### src/rtl/ctlpin_pkg.sv
package ctlpin_pkg;

    localparam int FN_W   = 4;
    localparam int NUM_FN = 9;
    localparam int NUM_BANKS = 4;

    typedef enum logic [FN_W-1:0] {
        FN_NONE   = 4'd0,
        FN_OE_ALL = 4'd1,
        FN_BANK_A = 4'd2,
        FN_BANK_B = 4'd3,
        FN_BANK_C = 4'd4,
        FN_BANK_D = 4'd5,
        FN_SEL0   = 4'd6,
        FN_SEL1   = 4'd7,
        FN_DEVRST = 4'd8
    } pin_fn_e;

    typedef logic [1:0] prof_t;

    // Routing of one function: whether a pin carries it and which one.
    typedef struct packed {
        logic       present;
        logic [7:0] pin;
    } fn_route_t;

    // A placement is legal when pin and code are in range and the
    // select bits sit on one of the low select-capable pins.
    function automatic logic place_ok(input int pin, input logic [FN_W-1:0] code,
                                      input int num_pins, input int sel_pins);
        logic ok;
        ok = 1'b1;
        if (pin >= num_pins) ok = 1'b0;
        if (int'(code) >= NUM_FN) ok = 1'b0;
        if ((code == FN_SEL0 || code == FN_SEL1) && pin >= sel_pins) ok = 1'b0;
        return ok;
    endfunction

    function automatic prof_t prof_decode(input logic [1:0] code, input int num_prof);
        return (int'(code) < num_prof) ? code : 2'd0;
    endfunction

endpackage

### src/rtl/ctlpin_sync.sv
module ctlpin_sync #(
    parameter int W = 5
) (
    input  logic         clk,
    input  logic [W-1:0] d_i,
    output logic [W-1:0] q_o
);
    for (genvar b = 0; b < W; b++) begin : g_bit
        logic s1_q;
        logic s2_q;
        always_ff @(posedge clk) begin
            s1_q <= d_i[b];
            s2_q <= s1_q;
        end
        assign q_o[b] = s2_q;
    end
endmodule

### src/rtl/ctlpin_map.sv
module ctlpin_map
    import ctlpin_pkg::*;
#(
    parameter int NUM_PINS = 5,
    parameter int SEL_PINS = 3,
    parameter int PIN_IW   = 3
) (
    input  logic                   clk,
    input  logic                   rst,
    input  logic                   we_i,
    input  logic [PIN_IW-1:0]      pin_i,
    input  logic [FN_W-1:0]        func_i,
    output logic                   rej_o,
    output logic                   dup_o,
    output fn_route_t [NUM_FN-1:0] route_o
);
    logic [FN_W-1:0] map_q [NUM_PINS];
    logic            legal;
    logic [NUM_FN-1:0] many;

    assign legal = place_ok(int'(pin_i), func_i, NUM_PINS, SEL_PINS);

    always_ff @(posedge clk) begin
        if (rst) begin
            for (int p = 0; p < NUM_PINS; p++) map_q[p] <= FN_NONE;
            rej_o <= 1'b0;
        end else begin
            rej_o <= we_i & ~legal;
            if (we_i && legal) begin
                for (int p = 0; p < NUM_PINS; p++)
                    if (p == int'(pin_i)) map_q[p] <= func_i;
            end
        end
    end

    for (genvar f = 0; f < NUM_FN; f++) begin : g_fn
        logic [NUM_PINS-1:0] hit;
        always_comb begin
            for (int p = 0; p < NUM_PINS; p++)
                hit[p] = (map_q[p] == FN_W'(f));
        end
        // Lowest-numbered pin wins: scan downward so it is taken last.
        always_comb begin
            route_o[f] = '0;
            if (f != 0) begin
                for (int p = NUM_PINS - 1; p >= 0; p--) begin
                    if (hit[p]) begin
                        route_o[f].present = 1'b1;
                        route_o[f].pin     = 8'(p);
                    end
                end
            end
        end
        assign many[f] = (f != 0) && ($countones(hit) > 1);
    end

    assign dup_o = |many;

    assert_reject_flag_R2: assert property (@(posedge clk) disable iff (rst)
        (we_i && !legal) |=> rej_o);
    assert_accept_flag_R2: assert property (@(posedge clk) disable iff (rst)
        (we_i && legal) |=> !rej_o);
endmodule

### src/rtl/ctlpin_debounce.sv
module ctlpin_debounce #(
    parameter int DEB_CYC = 4
) (
    input  logic clk,
    input  logic rst,
    input  logic active_i,
    output logic fire_o,
    output logic pulse_o
);
    localparam int CW = $clog2(DEB_CYC + 1);
    logic [CW-1:0] cnt_q;

    // Fires once, on the DEB_CYC-th consecutive active cycle; the count
    // then parks at DEB_CYC until the input drops.
    assign fire_o = active_i && (cnt_q == CW'(DEB_CYC - 1));

    always_ff @(posedge clk) begin
        if (rst) begin
            cnt_q   <= '0;
            pulse_o <= 1'b0;
        end else begin
            pulse_o <= fire_o;
            if (!active_i)                    cnt_q <= '0;
            else if (cnt_q != CW'(DEB_CYC))   cnt_q <= cnt_q + 1'b1;
        end
    end

    assert_pulse_single_R8: assert property (@(posedge clk) disable iff (rst)
        pulse_o |=> !pulse_o);
    assert_pulse_after_active_R8: assert property (@(posedge clk) disable iff (rst)
        $rose(pulse_o) |-> $past(active_i));
endmodule

### src/rtl/ctlpin_decoder.sv
module ctlpin_decoder
    import ctlpin_pkg::*;
#(
    parameter int NUM_PINS = 5,
    parameter int SEL_PINS = 3,
    parameter int NUM_OUT  = 8,
    parameter int NUM_PROF = 3,
    parameter int DEB_CYC  = 4,
    localparam int PIN_IW  = $clog2(NUM_PINS),
    localparam int PER_BANK = NUM_OUT / NUM_BANKS
) (
    input  logic                clk,
    input  logic                rst,
    input  logic [NUM_PINS-1:0] pin_i,
    input  logic                map_we,
    input  logic [PIN_IW-1:0]   map_pin,
    input  logic [FN_W-1:0]     map_func,
    output logic                map_rej_o,
    output logic                cfg_dup_o,
    output logic [NUM_OUT-1:0]  oe_o,
    output logic [1:0]          prof_o,
    output logic                rst_req_o
);
    logic [NUM_PINS-1:0]   pin_s;
    fn_route_t [NUM_FN-1:0] route;
    logic [NUM_FN-1:0]     fn_lvl;   // synchronized level of each placed function
    logic                  en_all;
    logic [NUM_BANKS-1:0]  en_bank;
    logic [1:0]            sel_code;
    logic                  rst_active;
    logic                  fire;
    logic                  armed_q;
    prof_t                 prof_q;
    logic [NUM_OUT-1:0]    oe_q;

    ctlpin_sync #(.W(NUM_PINS)) u_sync (
        .clk (clk),
        .d_i (pin_i),
        .q_o (pin_s)
    );

    ctlpin_map #(
        .NUM_PINS (NUM_PINS),
        .SEL_PINS (SEL_PINS),
        .PIN_IW   (PIN_IW)
    ) u_map (
        .clk     (clk),
        .rst     (rst),
        .we_i    (map_we),
        .pin_i   (map_pin),
        .func_i  (map_func),
        .rej_o   (map_rej_o),
        .dup_o   (cfg_dup_o),
        .route_o (route)
    );

    for (genvar f = 0; f < NUM_FN; f++) begin : g_lvl
        always_comb begin
            fn_lvl[f] = 1'b0;
            for (int p = 0; p < NUM_PINS; p++)
                if (route[f].present && int'(route[f].pin) == p) fn_lvl[f] = pin_s[p];
        end
    end

    // Active-low enables; an unplaced function reads as enabled.
    assign en_all = ~(route[FN_OE_ALL].present & fn_lvl[FN_OE_ALL]);
    for (genvar b = 0; b < NUM_BANKS; b++) begin : g_bank
        localparam int FB = int'(FN_BANK_A) + b;
        assign en_bank[b] = ~(route[FB].present & fn_lvl[FB]);
    end

    assign sel_code   = {fn_lvl[FN_SEL1], fn_lvl[FN_SEL0]};
    assign rst_active = route[FN_DEVRST].present & ~fn_lvl[FN_DEVRST];

    ctlpin_debounce #(.DEB_CYC(DEB_CYC)) u_deb (
        .clk      (clk),
        .rst      (rst),
        .active_i (rst_active),
        .fire_o   (fire),
        .pulse_o  (rst_req_o)
    );

    for (genvar o = 0; o < NUM_OUT; o++) begin : g_oe
        always_ff @(posedge clk) begin
            if (rst) oe_q[o] <= 1'b1;
            else     oe_q[o] <= en_all & en_bank[o / PER_BANK];
        end
    end
    assign oe_o = oe_q;

    always_ff @(posedge clk) begin
        if (rst) begin
            armed_q <= 1'b1;
            prof_q  <= '0;
        end else begin
            armed_q <= 1'b0;
            if (armed_q || fire) prof_q <= prof_decode(sel_code, NUM_PROF);
        end
    end
    assign prof_o = prof_q;

    assert_prof_valid_R10: assert property (@(posedge clk) disable iff (rst)
        int'(prof_o) < NUM_PROF);
    assert_prof_hold_R9: assert property (@(posedge clk) disable iff (rst)
        (!fire && !armed_q) |=> $stable(prof_o));
    assert_prof_moves_with_req_R9: assert property (@(posedge clk) disable iff (rst)
        (!$stable(prof_o) && !$past(armed_q)) |-> $rose(rst_req_o));
    assert_oe_after_reset_R1: assert property (@(posedge clk) disable iff (rst)
        $fell(rst) |-> (&oe_o));
endmodule

### config.mk
export PLATFORM = sky130hd
export DESIGN_NAME = ctlpin_decoder
export DESIGN_NICKNAME = d
export VERILOG_FILES = /design/src/rtl/ctlpin_pkg.sv /design/src/rtl/ctlpin_sync.sv /design/src/rtl/ctlpin_map.sv /design/src/rtl/ctlpin_debounce.sv /design/src/rtl/ctlpin_decoder.sv
export SDC_FILE = /design/constraint.sdc
export NUM_CORES = 1
export LEC_CHECK = 0
export BUFFER_PORTS_ARGS = -buffer_cell sky130_fd_sc_hd__buf_2
export CAP_MARGIN = 20
export CORE_ASPECT_RATIO = 1.1
export CORE_MARGIN = 8
export CORE_UTILIZATION = 30
export DETAILED_ROUTE_END_ITERATION = 6
export GPL_ROUTABILITY_DRIVEN = 0
export PLACE_DENSITY = 0.46
export SLEW_MARGIN = 5
export SYNTH_ARGS = -nofsm -noshare
export SYNTH_HDL_FRONTEND = slang
export SYNTH_SLANG_ARGS = --single-unit
export TNS_END_PERCENT = 10
### constraint.sdc
create_clock -name clk -period 3.2 [get_ports clk]
set_input_delay 0.32 -clock clk [delete_from_list [all_inputs] [get_ports clk]]
set_output_delay 0.32 -clock clk [all_outputs]
set_load 0.05 [all_outputs]
==> key figures <==
Critical path
  – Required time of the critical path: 2.88 ns
  – Buffers & Inverters on Critical Path: 1
  – Crit path arrival time: around 3.3 ns
  – Element type at the critical path start: register
  – R2r startpoint: u_map.map_q[0][12]$_DFFE_PP_
  – Gate family responsible for the most delay along the worst path: simple AND/OR/NAND/NOR gates
  – Slack of the worst reg-to-reg path: roughly 0.27 ns
  – Largest fanout on the critical path: 5
  – Type of the worst setup path: reg2out
  – Crit path depth: 8
  – Kind of end point of the critical path: output pin
  – Worst path slowest cell: sky130_fd_sc_hd__or4bb_4
  – Length in cells of the worst reg-to-reg path: 12
  – CP peak stage delay: slightly below 0.6 ns
  – Crit path cell chain: or4bb_4, ha_4, ha_1, a21oi_1, fa_1, nand4_1, or4_4, buf_8
  – Critical path origin: u_map.map_q[0][11]$_DFFE_PP_

Synthesis
  – Mapped cell area: about 3600 um^2
  – Top_reg_cell synth: sky130_fd_sc_hd__dfxtp_1
  – Synthesized area per cell: approximately 9.8 um^2
  – Distinct cells, synth: 67
  – Post-Syn Instances: between 300 and 400
  – Seq cells post-synth: 42
  – Biggest area consumer among synthesized cells: sky130_fd_sc_hd__ha_1
  – Dominant cell by count in the synthesized netlist: sky130_fd_sc_hd__ha_1
  – Area fraction of the dominant cell type after synthesis: around 18%
  – Yosys warns: 0
  – Post-synth ARST share: 0%
  – Number of enable-type register cells in the synthesized netlist: 20
  – Cell types with the largest area share after synthesis: sky130_fd_sc_hd__ha_1 18%, sky130_fd_sc_hd__edfxtp_1 17%, sky130_fd_sc_hd__dfxtp_1 12%
  – Syn_nets: between 400 and 500
  – Sequential-to-total area share from yosys stat: 28.8%
  – Post-synth top cells: 51 x sky130_fd_sc_hd__ha_1, 48 x sky130_fd_sc_hd__inv_1, 22 x sky130_fd_sc_hd__dfxtp_1, 22 x sky130_fd_sc_hd__nor2_1

Placed design
  – Post-place setup slack: -0.218 ns
  – Total placed cells including tap cells: 604
  – Port bufs: 27
  – Detailed placement HPWL: between 7 and 8 mm

Floorplan
  – DIE WIDTH: 121 um
  – Height of the die: between 100 and 150 um
  – Number of placement rows: 42
  – Total I/O pin count: 28
  – Total die area: around 16000 um^2
  – Starting utilization of the core area: 30.4%
  – Placeable core area: 11900 um^2

Timing
  – Part of the cycle the worst path needs: 114%
  – Setup repair after global routing missed its margin: yes
  – Slew at the pin closest to its max-slew limit: 0.620 ns
  – Setup violation total in the final timing report: 1
  – Highest Clock Rate: 275 MHz
  – Final max-slew violation count: 0
  – Worst setup slack after layout: -0.437 ns
  – Relative slew slack: roughly three fifths
  – Hold slack final: approximately 0.13 ns
  – Final critical delay including setup and external delays: approximately 3.6 ns
  – Worst Skew: roughly 0.0071 ns
  – Count of final hold-check violations: 0

CTS
  – Clock sinks: 42
  – Total CTS buffers: 5
  – TritonCTS clock tree: done
  – Worst-skew pair later-pin latency: around 0.29 ns
  – Clock transition at path regs: about 0.07 ns
  – Buffer cell driving the clock tree root: sky130_fd_sc_hd__clkbuf_16
  – H-tree level count: 2
  – Maximum root-to-sink buffer count: 2

Flow run
  – Number of max-capacitance violations reported: 0

Run status
  – Status: finished, violations left
  – Violations in the final reports: negative setup slack

GRT
  – First-pass GRT wire length: 15.7 mm
  – Initial antenna violation count: 0
  – Via count of the first global-routing pass: approximately 3200
  – Remaining global-route overflow: 0
  – Maximum number of pins on one net before global-route repair: 15
  – Global routing usage summed across all routing layers: about an eighth

Drt
  – Number of nets still failing antenna checks after routing: 0
  – Total detailed-routing wirelength: about 9.6 mm
  – Wire length on met1: approximately 4.2 mm
  – Via count: between 3000 and 4000
  – Via-per-instance ratio: 4.78
  – DRC: 0
  – Met2 Routed Length: around 4.8 mm
  – Length of routed met3 wiring: around 260 um
  – Highest routed layer: met4
  – Post-DR wirelength/cell: about 15 um
  – Total iterations of the first detailed-routing run: 6
  – Violation count after the first detailed-route iteration: 168

Power and ir drop
  – Power density relative to cell area: between 300 and 400 nW/um^2
  – Static leakage power: ~2.1 nW
  – IR Drop Worst-Case VDD: around 0.17 mV

Min path
  – Cells on Worst Hold Path: 1
  – Path type of the worst min-delay path: in2reg
  – Worst Hold Launch: pin_i[3]

Cells and area
  – Signed area change from the synthesized netlist to the final layout: 36.0%
  – Antenna diode instance count: 0
  – Nets@finish: 551
  – Ratio of cells with drive above 1 in the final layout: between 30% and 40%
  – Cell Count, Final, Fillers Out: ~630
==> flip-flops by register name, summed over array words and instances (netlist names) <==
signal             flops
oe_o                   4
prof_o                 2
u_deb.cnt_q            3
u_sync.g_bit.s2_q      5
u_map.rej_o            1
u_deb.pulse_o          1
u_sync.g_bit.s1_q      5
u_map.map_q           20
armed_q                1
==> routing by layer <==
| metal | track usage [%] | up-vias |
|---|---|---|
| met5 | 0 | - |
| met4 | 5.77 | 0 |
| met3 | 1.97 | 20 |
| met2 | 22.1 | 49 |
| met1 | 14.4 | 1416 |
| li1 | - | 1539 |
==> cells in the final DEF, fill, tap and decap left out, types with 11 or more instances in the layout <==
cell	instances
sky130_fd_sc_hd__inv_1	47
sky130_fd_sc_hd__buf_4	79
sky130_fd_sc_hd__mux2i_1	11
sky130_fd_sc_hd__nor2_1	22
sky130_fd_sc_hd__buf_2	26
sky130_fd_sc_hd__nand2_1	20
sky130_fd_sc_hd__dfxtp_1	22
sky130_fd_sc_hd__a21oi_1	12
sky130_fd_sc_hd__edfxtp_1	20
sky130_fd_sc_hd__ha_1	44
==> final timing paths <==
path	endpoint
max reg2reg	prof_o[0]$_SDFFE_PP0P_
min reg2reg	u_sync.g_bit[2].s2_q$_DFF_P_
max	cfg_dup_o
min	u_sync.g_bit[3].s1_q$_DFF_P_
==> what timing repair did <==
action                     in CTS  in global routing
setup buffers                  19                  1
hold buffers                    0                  0
pin swaps                       9                  7
resized for setup              17                  9
gates cloned                    0                  0
setup endpoints to repair       1                  1
==> metrics by stage <==
stage / cell area (um^2) / setup TNS, ns / total power, mW / utilization [%]
3_3_place_gp: 4390 / -0.215 / 1.00 / 37.0
2_1_floorplan: 3630 / 0 / 0.876 / -
3_5_place_dp: 4390 / -0.218 / 1.01 / 37.0
6_report: 4920 / -0.437 / 1.72 / 41.4
5_1_grt: 4920 / -0.543 / 1.80 / 41.4
4_1_cts: 4840 / -0.426 / 1.73 / 40.8
==> power breakdown <==
group	internal [mW]	total [mW]	switching [mW]
combinational	0.198	0.412	0.214
sequential	0.596	0.639	0.0424
clock	0.449	0.672	0.224
total	1.24	1.72	0.481
==> area by class of cell <==
type / instances / area, um^2
Clock buffer: 5 / 125
Clock inverter: 3 / 68.8
Fill cell: 1183 / 6960
Inverter: 53 / 199
Multi-Input combinational cell: 265 / 2510
Sequential cell: 42 / 1040
Tap cell: 154 / 193
Timing Repair Buffer: 110 / 783
==> kinds of logic after synthesis <==
logic type / count (synthesis) / share of synthesized area (%)
simple gates: 130 / 25.6
compound gates: 61 / 12.6
buf+inv: 61 / 6.78
fa+ha+maj: 59 / 22.1
flops: 42 / 28.8
mux: 14 / 3.98
xor+xnor: 1 / 0.242
Note: power is estimated with default switching activity, not from simulation.
